$ cat config.mk
export PLATFORM = sky130hd
export DESIGN_NAME = cluster_packer
export DESIGN_NICKNAME = d
export VERILOG_FILES = /design/src/rtl/clpk_pkg.sv /design/src/rtl/cp_tstamp.sv /design/src/rtl/cp_locator.sv /design/src/rtl/cp_wport.sv /design/src/rtl/cluster_packer.sv
export SDC_FILE = /design/constraint.sdc
export NUM_CORES = 1
export LEC_CHECK = 0
export ABC_AREA = 1
export BUFFER_PORTS_ARGS = -buffer_cell sky130_fd_sc_hd__buf_2
export CORE_AREA = 2 2 147 113
export DETAILED_ROUTE_END_ITERATION = 8
export DIE_AREA = 0 0 149 115
export HOLD_SLACK_MARGIN = 0.06
export PLACE_DENSITY = 0.89
export SLEW_MARGIN = 15
export SYNTH_ARGS = -nofsm -noshare
export SYNTH_HDL_FRONTEND = slang
export SYNTH_SLANG_ARGS = --single-unit
export TNS_END_PERCENT = 50
$ cat constraint.sdc
create_clock -name clk -period 3 [get_ports clk]
set_clock_uncertainty 0.15 [all_clocks]
set_input_delay 0.3 -clock clk [delete_from_list [all_inputs] [get_ports clk]]
set_output_delay 0.3 -clock clk [all_outputs]
set_load 0.02 [all_outputs]
$ cat src/rtl/clpk_pkg.sv
package clpk_pkg;
    localparam int EV_PER_CL   = 7;
    localparam int CL_PER_LINE = 64;
    localparam int CL_W        = 6;
    localparam int SLOT_W      = 3;
    localparam int EVT_W       = 9;
    localparam int EV_PER_LINE = EV_PER_CL * CL_PER_LINE;

    typedef enum logic [2:0] {
        ST_IDLE,
        ST_EMPTY,
        ST_FILL,
        ST_SKIP,
        ST_FULL
    } pk_state_e;
endpackage

$ cat src/rtl/cp_tstamp.sv
module cp_tstamp #(
    parameter int W       = 16,
    parameter int MAX_GAP = 32768
) (
    input  logic         clk,
    input  logic         rst_n,
    input  logic         clr,
    input  logic         adv,
    input  logic         mark,
    output logic [W-1:0] ts_now,
    output logic         gap_hit
);
    logic [W-1:0] base_q;
    logic [W-1:0] gap;
    logic [31:0]  gap32;

    always_ff @(posedge clk or negedge rst_n) begin
        if (!rst_n) begin
            ts_now <= '0;
            base_q <= '0;
        end else if (clr) begin
            ts_now <= '0;
            base_q <= '0;
        end else begin
            if (adv)  ts_now <= ts_now + W'(1);
            if (mark) base_q <= ts_now;
        end
    end

    always_comb begin
        gap     = ts_now - base_q;
        gap32   = 32'(gap);
        gap_hit = gap32 >= 32'(MAX_GAP);
    end
endmodule

$ cat src/rtl/cp_locator.sv
module cp_locator #(
    parameter int LINES = 32768
) (
    input  logic                        clk,
    input  logic                        rst_n,
    input  logic                        clr,
    input  logic                        fresh,
    input  logic                        do_open,
    input  logic                        do_app,
    input  logic                        do_full,
    output logic [2:0]                  evt_n,
    output logic [$clog2(LINES)+8:0]    cur_pos,
    output logic [$clog2(LINES)+8:0]    open_pos,
    output logic [$clog2(LINES)+5:0]    open_cl,
    output logic [$clog2(LINES)+8:0]    app_addr,
    output logic                        hits_last
);
    import clpk_pkg::*;
    localparam int LINE_W = $clog2(LINES);

    logic [LINE_W-1:0] line_q, nx_line;
    logic [CL_W-1:0]   cl_q, nx_cl;
    logic [SLOT_W-1:0] n_q;
    logic [EVT_W-1:0]  evt_f, open_evt;

    always_comb begin
        nx_line   = fresh ? '0 : ((&cl_q) ? line_q + LINE_W'(1) : line_q);
        nx_cl     = fresh ? '0 : cl_q + CL_W'(1);
        hits_last = !fresh && (&cl_q) && (line_q == LINE_W'(LINES - 2));
        evt_f     = ({cl_q, 3'b000} - {3'b000, cl_q}) + {6'b0, n_q};
        open_evt  = {nx_cl, 3'b000} - {3'b000, nx_cl};
        cur_pos   = {line_q, evt_f};
        open_pos  = {nx_line, open_evt};
        open_cl   = {nx_line, nx_cl};
        app_addr  = {line_q, cl_q, n_q + SLOT_W'(1)};
        evt_n     = n_q;
    end

    always_ff @(posedge clk or negedge rst_n) begin
        if (!rst_n) begin
            line_q <= '0;
            cl_q   <= '0;
            n_q    <= '0;
        end else if (clr) begin
            line_q <= '0;
            cl_q   <= '0;
            n_q    <= '0;
        end else if (do_full) begin
            line_q <= LINE_W'(LINES - 1);
            cl_q   <= '0;
            n_q    <= '0;
        end else if (do_open) begin
            line_q <= nx_line;
            cl_q   <= nx_cl;
            n_q    <= SLOT_W'(1);
        end else if (do_app) begin
            n_q    <= n_q + SLOT_W'(1);
        end
    end

    assert_evt_bound_R7: assert property (@(posedge clk) disable iff (!rst_n)
        cur_pos[EVT_W-1:0] <= EVT_W'(EV_PER_LINE));
    assert_slot_bound_R4: assert property (@(posedge clk) disable iff (!rst_n)
        do_app |-> n_q < SLOT_W'(EV_PER_CL));
endmodule

$ cat src/rtl/cp_wport.sv
module cp_wport #(
    parameter int AW = 24,
    parameter int WW = 16
) (
    input  logic          clk,
    input  logic          rst_n,
    input  logic          wr_a,
    input  logic [AW-1:0] a_addr,
    input  logic [WW-1:0] a_data,
    input  logic          hold,
    input  logic [AW-1:0] b_addr,
    input  logic [WW-1:0] b_data,
    output logic          wr_en,
    output logic [AW-1:0] wr_addr,
    output logic [WW-1:0] wr_data
);
    logic          pend_q;
    logic [AW-1:0] pa_q;
    logic [WW-1:0] pd_q;

    always_ff @(posedge clk or negedge rst_n) begin
        if (!rst_n) begin
            wr_en   <= 1'b0;
            wr_addr <= '0;
            wr_data <= '0;
            pend_q  <= 1'b0;
            pa_q    <= '0;
            pd_q    <= '0;
        end else if (wr_a) begin
            wr_en   <= 1'b1;
            wr_addr <= a_addr;
            wr_data <= a_data;
            pend_q  <= hold;
            pa_q    <= b_addr;
            pd_q    <= b_data;
        end else if (pend_q) begin
            wr_en   <= 1'b1;
            wr_addr <= pa_q;
            wr_data <= pd_q;
            pend_q  <= 1'b0;
        end else begin
            wr_en   <= 1'b0;
        end
    end

    assert_port_free_R11: assert property (@(posedge clk) disable iff (!rst_n)
        wr_a |-> !pend_q);
endmodule

$ cat src/rtl/cluster_packer.sv
module cluster_packer #(
    parameter int WORD_W  = 16,
    parameter int LINES   = 32768,
    parameter int MAX_GAP = 32768
) (
    input  logic                     clk,
    input  logic                     rst_n,
    input  logic                     cap_start,
    input  logic                     cap_stop,
    input  logic                     smp_vld,
    input  logic [WORD_W-1:0]        smp_data,
    input  logic                     trig_in,
    output logic                     wr_en,
    output logic [$clog2(LINES)+8:0] wr_addr,
    output logic [WORD_W-1:0]        wr_data,
    output logic                     capturing,
    output logic                     mem_full,
    output logic [$clog2(LINES)+8:0] wr_pos,
    output logic                     trig_seen,
    output logic [$clog2(LINES)+8:0] trig_pos
);
    import clpk_pkg::*;
    localparam int AW = $clog2(LINES) + 9;

    pk_state_e         state_q, state_d;
    logic              live, acc, changed, fresh;
    logic              do_open, do_app, do_full;
    logic [2:0]        evt_n;
    logic [AW-1:0]     open_pos, app_addr;
    logic [AW-4:0]     open_cl;
    logic              hits_last, gap_hit;
    logic [WORD_W-1:0] ts_now, last_q;

    assign live      = (state_q == ST_EMPTY) || (state_q == ST_FILL) || (state_q == ST_SKIP);
    assign acc       = live && smp_vld && !cap_start && !cap_stop;
    assign changed   = smp_data != last_q;
    assign fresh     = (state_q == ST_EMPTY);
    assign capturing = live;
    assign mem_full  = (state_q == ST_FULL);

    always_comb begin
        state_d = state_q;
        do_open = 1'b0;
        do_app  = 1'b0;
        do_full = 1'b0;
        if (cap_start) begin
            state_d = ST_EMPTY;
        end else if (cap_stop && live) begin
            state_d = ST_IDLE;
        end else if (acc) begin
            unique case (state_q)
                ST_EMPTY: begin
                    do_open = 1'b1;
                    state_d = ST_FILL;
                end
                ST_FILL: begin
                    do_app = 1'b1;
                    if (evt_n == 3'd6) state_d = ST_SKIP;
                end
                ST_SKIP: begin
                    if (changed || gap_hit) begin
                        if (hits_last) begin
                            do_full = 1'b1;
                            state_d = ST_FULL;
                        end else begin
                            do_open = 1'b1;
                            state_d = ST_FILL;
                        end
                    end
                end
                default: ;
            endcase
        end
    end

    always_ff @(posedge clk or negedge rst_n) begin
        if (!rst_n) state_q <= ST_IDLE;
        else        state_q <= state_d;
    end

    always_ff @(posedge clk or negedge rst_n) begin
        if (!rst_n) begin
            trig_seen <= 1'b0;
            trig_pos  <= '0;
            last_q    <= '0;
        end else begin
            if (cap_start) begin
                trig_seen <= 1'b0;
                trig_pos  <= '0;
            end else if (acc && trig_in && !trig_seen && !do_full) begin
                trig_seen <= 1'b1;
                trig_pos  <= do_open ? open_pos : wr_pos;
            end
            if (do_open || do_app) last_q <= smp_data;
        end
    end

    cp_tstamp #(.W(WORD_W), .MAX_GAP(MAX_GAP)) u_ts (
        .clk(clk), .rst_n(rst_n), .clr(cap_start), .adv(acc), .mark(do_open),
        .ts_now(ts_now), .gap_hit(gap_hit)
    );

    cp_locator #(.LINES(LINES)) u_loc (
        .clk(clk), .rst_n(rst_n), .clr(cap_start), .fresh(fresh),
        .do_open(do_open), .do_app(do_app), .do_full(do_full),
        .evt_n(evt_n), .cur_pos(wr_pos), .open_pos(open_pos), .open_cl(open_cl),
        .app_addr(app_addr), .hits_last(hits_last)
    );

    cp_wport #(.AW(AW), .WW(WORD_W)) u_wp (
        .clk(clk), .rst_n(rst_n), .wr_a(do_open || do_app),
        .a_addr(do_open ? {open_cl, 3'b000} : app_addr),
        .a_data(do_open ? ts_now : smp_data),
        .hold(do_open), .b_addr({open_cl, 3'b001}), .b_data(smp_data),
        .wr_en(wr_en), .wr_addr(wr_addr), .wr_data(wr_data)
    );

    assert_ts_then_event_R11: assert property (@(posedge clk) disable iff (!rst_n)
        (wr_en && wr_addr[2:0] == 3'd0) |=> (wr_en && wr_addr == AW'($past(wr_addr) + 1'b1)));
    assert_full_sticky_R8: assert property (@(posedge clk) disable iff (!rst_n)
        (mem_full && !cap_start) |=> (mem_full && !capturing));
    assert_no_last_line_R8: assert property (@(posedge clk) disable iff (!rst_n)
        wr_en |-> (wr_addr[AW-1:9] != (AW-9)'(LINES - 1)));
    assert_trig_hold_R10: assert property (@(posedge clk) disable iff (!rst_n)
        (trig_seen && !cap_start) |=> (trig_seen && $stable(trig_pos)));
    assert_strobe_gap_R11: assert property (@(posedge clk) disable iff (!rst_n)
        smp_vld |=> !smp_vld);
endmodule

# After elaboration in Yosys (flattened, before gate mapping)
# Cells that the tools add are included.
[totals]
word_cells = 114
inputBits = 22
out_inout_bits = 92
regBits = 164
[classes]
eq_ne = 9
addsub = 8
reduce_logical = 28
order_cmp = 1
muxes = 54
[op_table]
columns = ["cell", "n"]
rows = [
  ["$mux 24", 6],
  ["$mux 16", 7],
  ["$mux 15", 5],
  ["$mux 3", 10],
  ["$mux 6", 4],
  ["$mux 1", 20],
  ["$sub 9x6->9", 2],
  ["$add 16x1->16 const B", 1],
  ["$ge 16x16->1 const B", 1],
  ["$ne 16x16->1", 1],
  ["$sub 16x16->16", 1],
  ["$add 15x1->15 const B", 1],
  ["$eq 15x15->1 const B", 1],
  ["$add 9x3->9", 1],
  ["$logic_and 1x1->1", 9],
  ["$pmux 3 s3", 1],
  ["$ne 4x2->1 const B", 2],
  ["$reduce_bool 2->1", 4],
  ["$add 6x1->6 const B", 1],
  ["$eq 3x2->1 const B", 2],
  ["$eq 3x3->1 const B", 2],
  ["$reduce_and 6->1", 1],
  ["$reduce_bool 3->1", 2],
  ["$logic_not 1->1", 5],
  ["other kinds (7)", 10],
]

# Depth between registers and ports, before layout
[logic_depth]
word_depth = 14
depth_mapped = 19
ltp_nobuf = 18

# By module
# Synthesis repeated with hierarchy kept, for this count alone.
[unflattened]
hier_cells = 1504
area_unflattened_um2 = 11138.2
[modules_own_cells]
columns = ["mod", "cells_each", "area_per_inst_um2", "seq_area_each_um2", "instances"]
rows = [
  ["cp_wport", 393, 3589.7, 2052.0, 1],
  ["cluster_packer", 514, 3288.2, 1101.1, 1],
  ["cp_locator", 361, 2381.0, 600.6, 1],
  ["cp_tstamp", 236, 1879.3, 800.8, 1],
]

# Worst setup path before layout
# No wires, ideal clock.
[synth_timing]
path_kind = "flip-flop to flip-flop"
startpoint = "reg u_loc.cl_q[0]"
endpoint = "reg trig_pos[8]"
synth_period_minus_slack_ps = 2561
arrival_ps = 2293
path_stages_with_launch = 15
required_time_ps = 2733
path_slack_ps = 439
n_path_buf = 0
setup_ps = 117
path_cell_list = "dfrtp_1 ha_1 or2_2 nand3_1 inv_1 ha_1 nand2_1 inv_1 nand4_1 nand3_1 nor3_1 xor2_1 nand2_1 nand3_1 nand2_1"
[synth_between]
word_cells_on_any_way = 26
cone_classes = "add/sub (4); mux (16); reduce/logical (6)"
[synth_lines]
columns = ["element", "line_no", "text"]
rows = [
  ["from (decl)", "cp_locator.sv:22", "logic [CL_W-1:0] cl_q, nx_cl;"],
  ["from (signal assigned)", "cp_locator.sv:54", "cl_q <= nx_cl;"],
  ["$add 6x1->6", "cp_locator.sv:28", "nx_cl = fresh ? '0 : cl_q + CL_W'(1);"],
  ["$mux 6", "cp_locator.sv:28", ""],
  ["net open_cl[2]", "cluster_packer.sv:30", "logic [AW-4:0] open_cl;"],
  ["$sub 9x6->9", "cp_locator.sv:31", "open_evt = {nx_cl, 3'b000} - {3'b000, nx_cl};"],
  ["$mux 24", "cluster_packer.sv:92", "trig_pos <= do_open ? open_pos : wr_pos;"],
  ["$mux 24", "cluster_packer.sv:90", "end else if (acc && trig_in && !trig_seen && !do_full) begin"],
  ["$mux 24", "cluster_packer.sv:87", "if (cap_start) begin"],
  ["to (signal assigned)", "cluster_packer.sv:92", ""],
  ["to (decl)", "cluster_packer.sv:20", "output logic [$clog2(LINES)+8:0] trig_pos"],
]
# The timed path passes the listed nets, and every way through them passes these cells. The select of a mux whose other input is x is not followed.
# A chain may end at the register's enable or synchronous reset.

# Final worst setup path
[layout_timing]
startpoint = "reg u_loc.n_q[0] (netlist: u_loc.evt_n[0])"
endpoint = "out wr_pos[8]"
[layout_between]
elab_chain_len = 1
[layout_lines]
columns = ["element", "line_no", "text"]
rows = [
  ["from (decl)", "cp_locator.sv:23", "logic [SLOT_W-1:0] n_q;"],
  ["from (signal assigned)", "cp_locator.sv:57", "n_q <= n_q + SLOT_W'(1);"],
  ["$add 9x3->9", "cp_locator.sv:30", "evt_f = ({cl_q, 3'b000} - {3'b000, cl_q}) + {6'b0, n_q};"],
  ["to (decl)", "cluster_packer.sv:18", "output logic [$clog2(LINES)+8:0] wr_pos,"],
]
# No other way between the ends.

==> metrics.txt <==
max-slew violations 0; DRT iter0 DRCs roughly 1100; asr flop ratio synth 100%; port bufs ~110; CTS Buffer Depth 2; mapped cell area between 9000 and 10000 um2; initial antenna violation count 0; Fmax about 340 MHz; Die H ~120 um; largest net degree at the start of global routing 73; leading area contributor after synthesis dfrtp_1; Slew @ Worst Pin between 600 and 700 ps; synthesized area per cell ~7.8 um2; Netlist cell types 46; # clock sinks around 160; WL final about 26 mm; commonest cells after routing, fill and taps aside 406 x nand2_1, 163 x dfrtp_1, 114 x nand3_1; GRT Util Overall around 30%; Num CTS Buffers 17; Layout area overhead 17.7%; DR vias/cell ~5.8; Die W 149 um; post-synthesis net count 1212; core footprint 15700 um2; Fin. Hold Viols 0; Via Count around 8700; top cell type's share of synthesized area between 40% and 50%; hold_ws 172 ps; Initial DRT Pass Iterations 6; gp weighted congestion between 0.9 and 1; die area between 15000 and 20000 um2; Final period util 97.7%; Hold WC Path Type in -> reg; Power Dens Cells roughly 600 nW/um2; grt total ovfl 0; root buffer cell clkbuf_16; Row Count 40; WL met1 between 10 and 15 mm; initial core utilization 57.7%; DR WL/cell between 15 and 20 um; Synth area leaders dfrtp_1 45%, nand2_1 17%, nand3_1 6.3%; Setup CP Type reg -> out; first-pass GRT wire length 40.3 mm; total area of sequential cells between 4000 and 5000 um2; Nets approximately 1300; ANT nets after route 0; Setup Buffers After CTS 0; Mapped Cells 1158; Synth Warn # 0; most common cell after layout, fill and taps aside nand2_1; ys flop type dfrtp_1; setup TNS 0 ps; relative slew slack 56.7%; Post-synth EDFFs 0; share of post-route cells with drive strength above 1 17.3%; synthesized flop and latch total between 150 and 200; Overall Power around 6600 uW; I/O pin count between 100 and 150; number of diodes 0; Worst-path clk slew 60 ps; vias in the first global route around 8000; outcome complete, no violations; area of the multi-input gates between 4000 and 5000 um2; post-route DRC violation count 0; CP arrival between 2000 and 2500 ps; Seq/Total Area, Yosys a little under half; CTS tree built; Final min period approximately 2900 ps; post-layout util between 60% and 70%; Top Layer Used met4; wire length on met3 roughly 2.7 mm; placed wire-length estimate between 15 and 20 mm; crit-path max FO 4; Worst Setup End Kind output port; H-tree Lvls 4; static leakage roughly 0.0057 uW; crit path launch type register; max-capacitance violation count 0; Filler Cell Count about 1100; Req. time, crit path 2550 ps; Clock Latency Late Sink around 430 ps; DR WL met2 around 11 mm; Worst VDD drop 0.429 mV; endpoints failing setup 0
[logic make-up after synthesis]
logic type                 share of synthesized area [%]
and+or+nand+nor                                     31.2
DFF                                                 45.3
buffers and inverters                               7.99
AOI/OAI and AO/OA                                   7.64
xor gates and xnor gates                            3.38
adders and majority gates                           4.50
[repair_timing]
action / CTS / global route
setup endpoints to repair: 2 / 72
resized for setup: 1 / 13
gates cloned: 0 / 2
pin swaps: 0 / 3
endpoints found under the hold margin: 89 / 0
hold buffers: 17 / 0
[power breakdown]
group | total (uW) | internal, uW | switching (uW)
combinational | 1630 | 585 | 1040
sequential | 2710 | 2480 | 224
clock | 2220 | 1280 | 940
[per-layer routing]
layer / vias to the layer above / track usage (%)
met5: - / 0
li1: 3985 / -
met3: 85 / 6.83
met2: 527 / 45.9
met1: 4088 / 41.7
met4: 0 / 10.8
[layout make-up]
cell class / instances / share of cell area (%)
Clock inverter: 12 / 1.36
Tap cell: 210 / 2.46
Timing Repair Buffer: 159 / 9.85
Clock buffer: 19 / 4.24
Sequential cell: 164 / 38.5
Inverter: 101 / 3.58
Multi-Input combinational cell: 832 / 40.0
[sequential cells by signal, indices dropped and copies added, names as in the netlist]
register	flops
u_wp.wr_addr	24
u_loc.evt_n	3
u_wp.wr_en	1
state_q	3
u_ts.ts_now	16
u_wp.wr_data	16
u_wp.pa_q	22
u_loc.cl_q	6
u_wp.pd_q	16
trig_pos	24
u_wp.pend_q	1
u_loc.line_q	15
u_ts.base_q	16
trig_seen	1
[worst max-delay path: stages, from the launching register on]
cell	delay (ps)
dfrtp_1	410
inv_2	100
ha_1	160
inv_1	70
fa_2	350
nand3_1	110
nand2_1	70
nand2_2	70
nand2_2	60
a21oi_4	200
nand3_1	100
nand2_1	90
nand2_1	90
buf_4	160
[synth_stat cells, types with 2 or more instances]
cell type  count
buf_6          2
a21oi_1       41
clkbuf_1      14
o22ai_1       13
nand3_2        3
inv_1         90
nand2_2        5
nor2_4         3
nor3_1         9
nor3_2         3
nand3_4        2
buf_4         18
a211oi_1       2
nor2_2         3
xor2_1        15
or2_2          3
nand4_2        2
nand3b_1       2
ha_1          31
nand3_1      114
xnor2_1       20
inv_2         10
nor4_1         6
nand2_4        2
or2_0          2
o21ai_1       11
dfrtp_1      164
buf_2         25
a22oi_1       16
nand4_1       22
nand2_1      408
o21bai_1       2
buf_1          2
o21ai_0       29
o211ai_1       2
nor2_1        52
[worst paths after layout]
check                               startpoint  slack (ps)  cells after the start               to
worst max-delay path            u_loc.evt_n[0]          70                     13        wr_pos[8]
worst min-delay path                  cap_stop         170                      4       state_q[1]
worst max register to register  u_ts.ts_now[5]         170                     15    u_wp.pa_q[16]
worst min register to register     trig_pos[4]         320                      2      trig_pos[4]
max in group asynchronous                rst_n        1580                      3  u_loc.line_q[1]
min in group asynchronous                rst_n         270                      2  u_wp.wr_data[6]
[through the flow]
stage | setup slack (ps) | area [um2] | instances
floorplan | 439 | 9070 | 1158
global placement | 341 | 9810 | 1447
detailed placement | 266 | 9810 | 1447
CTS | 9.77 | 10600 | 1495
global route | -23.3 | 10700 | 1497
finish | 69.9 | 10700 | 1497
Note: power is estimated with default switching activity, not from simulation.
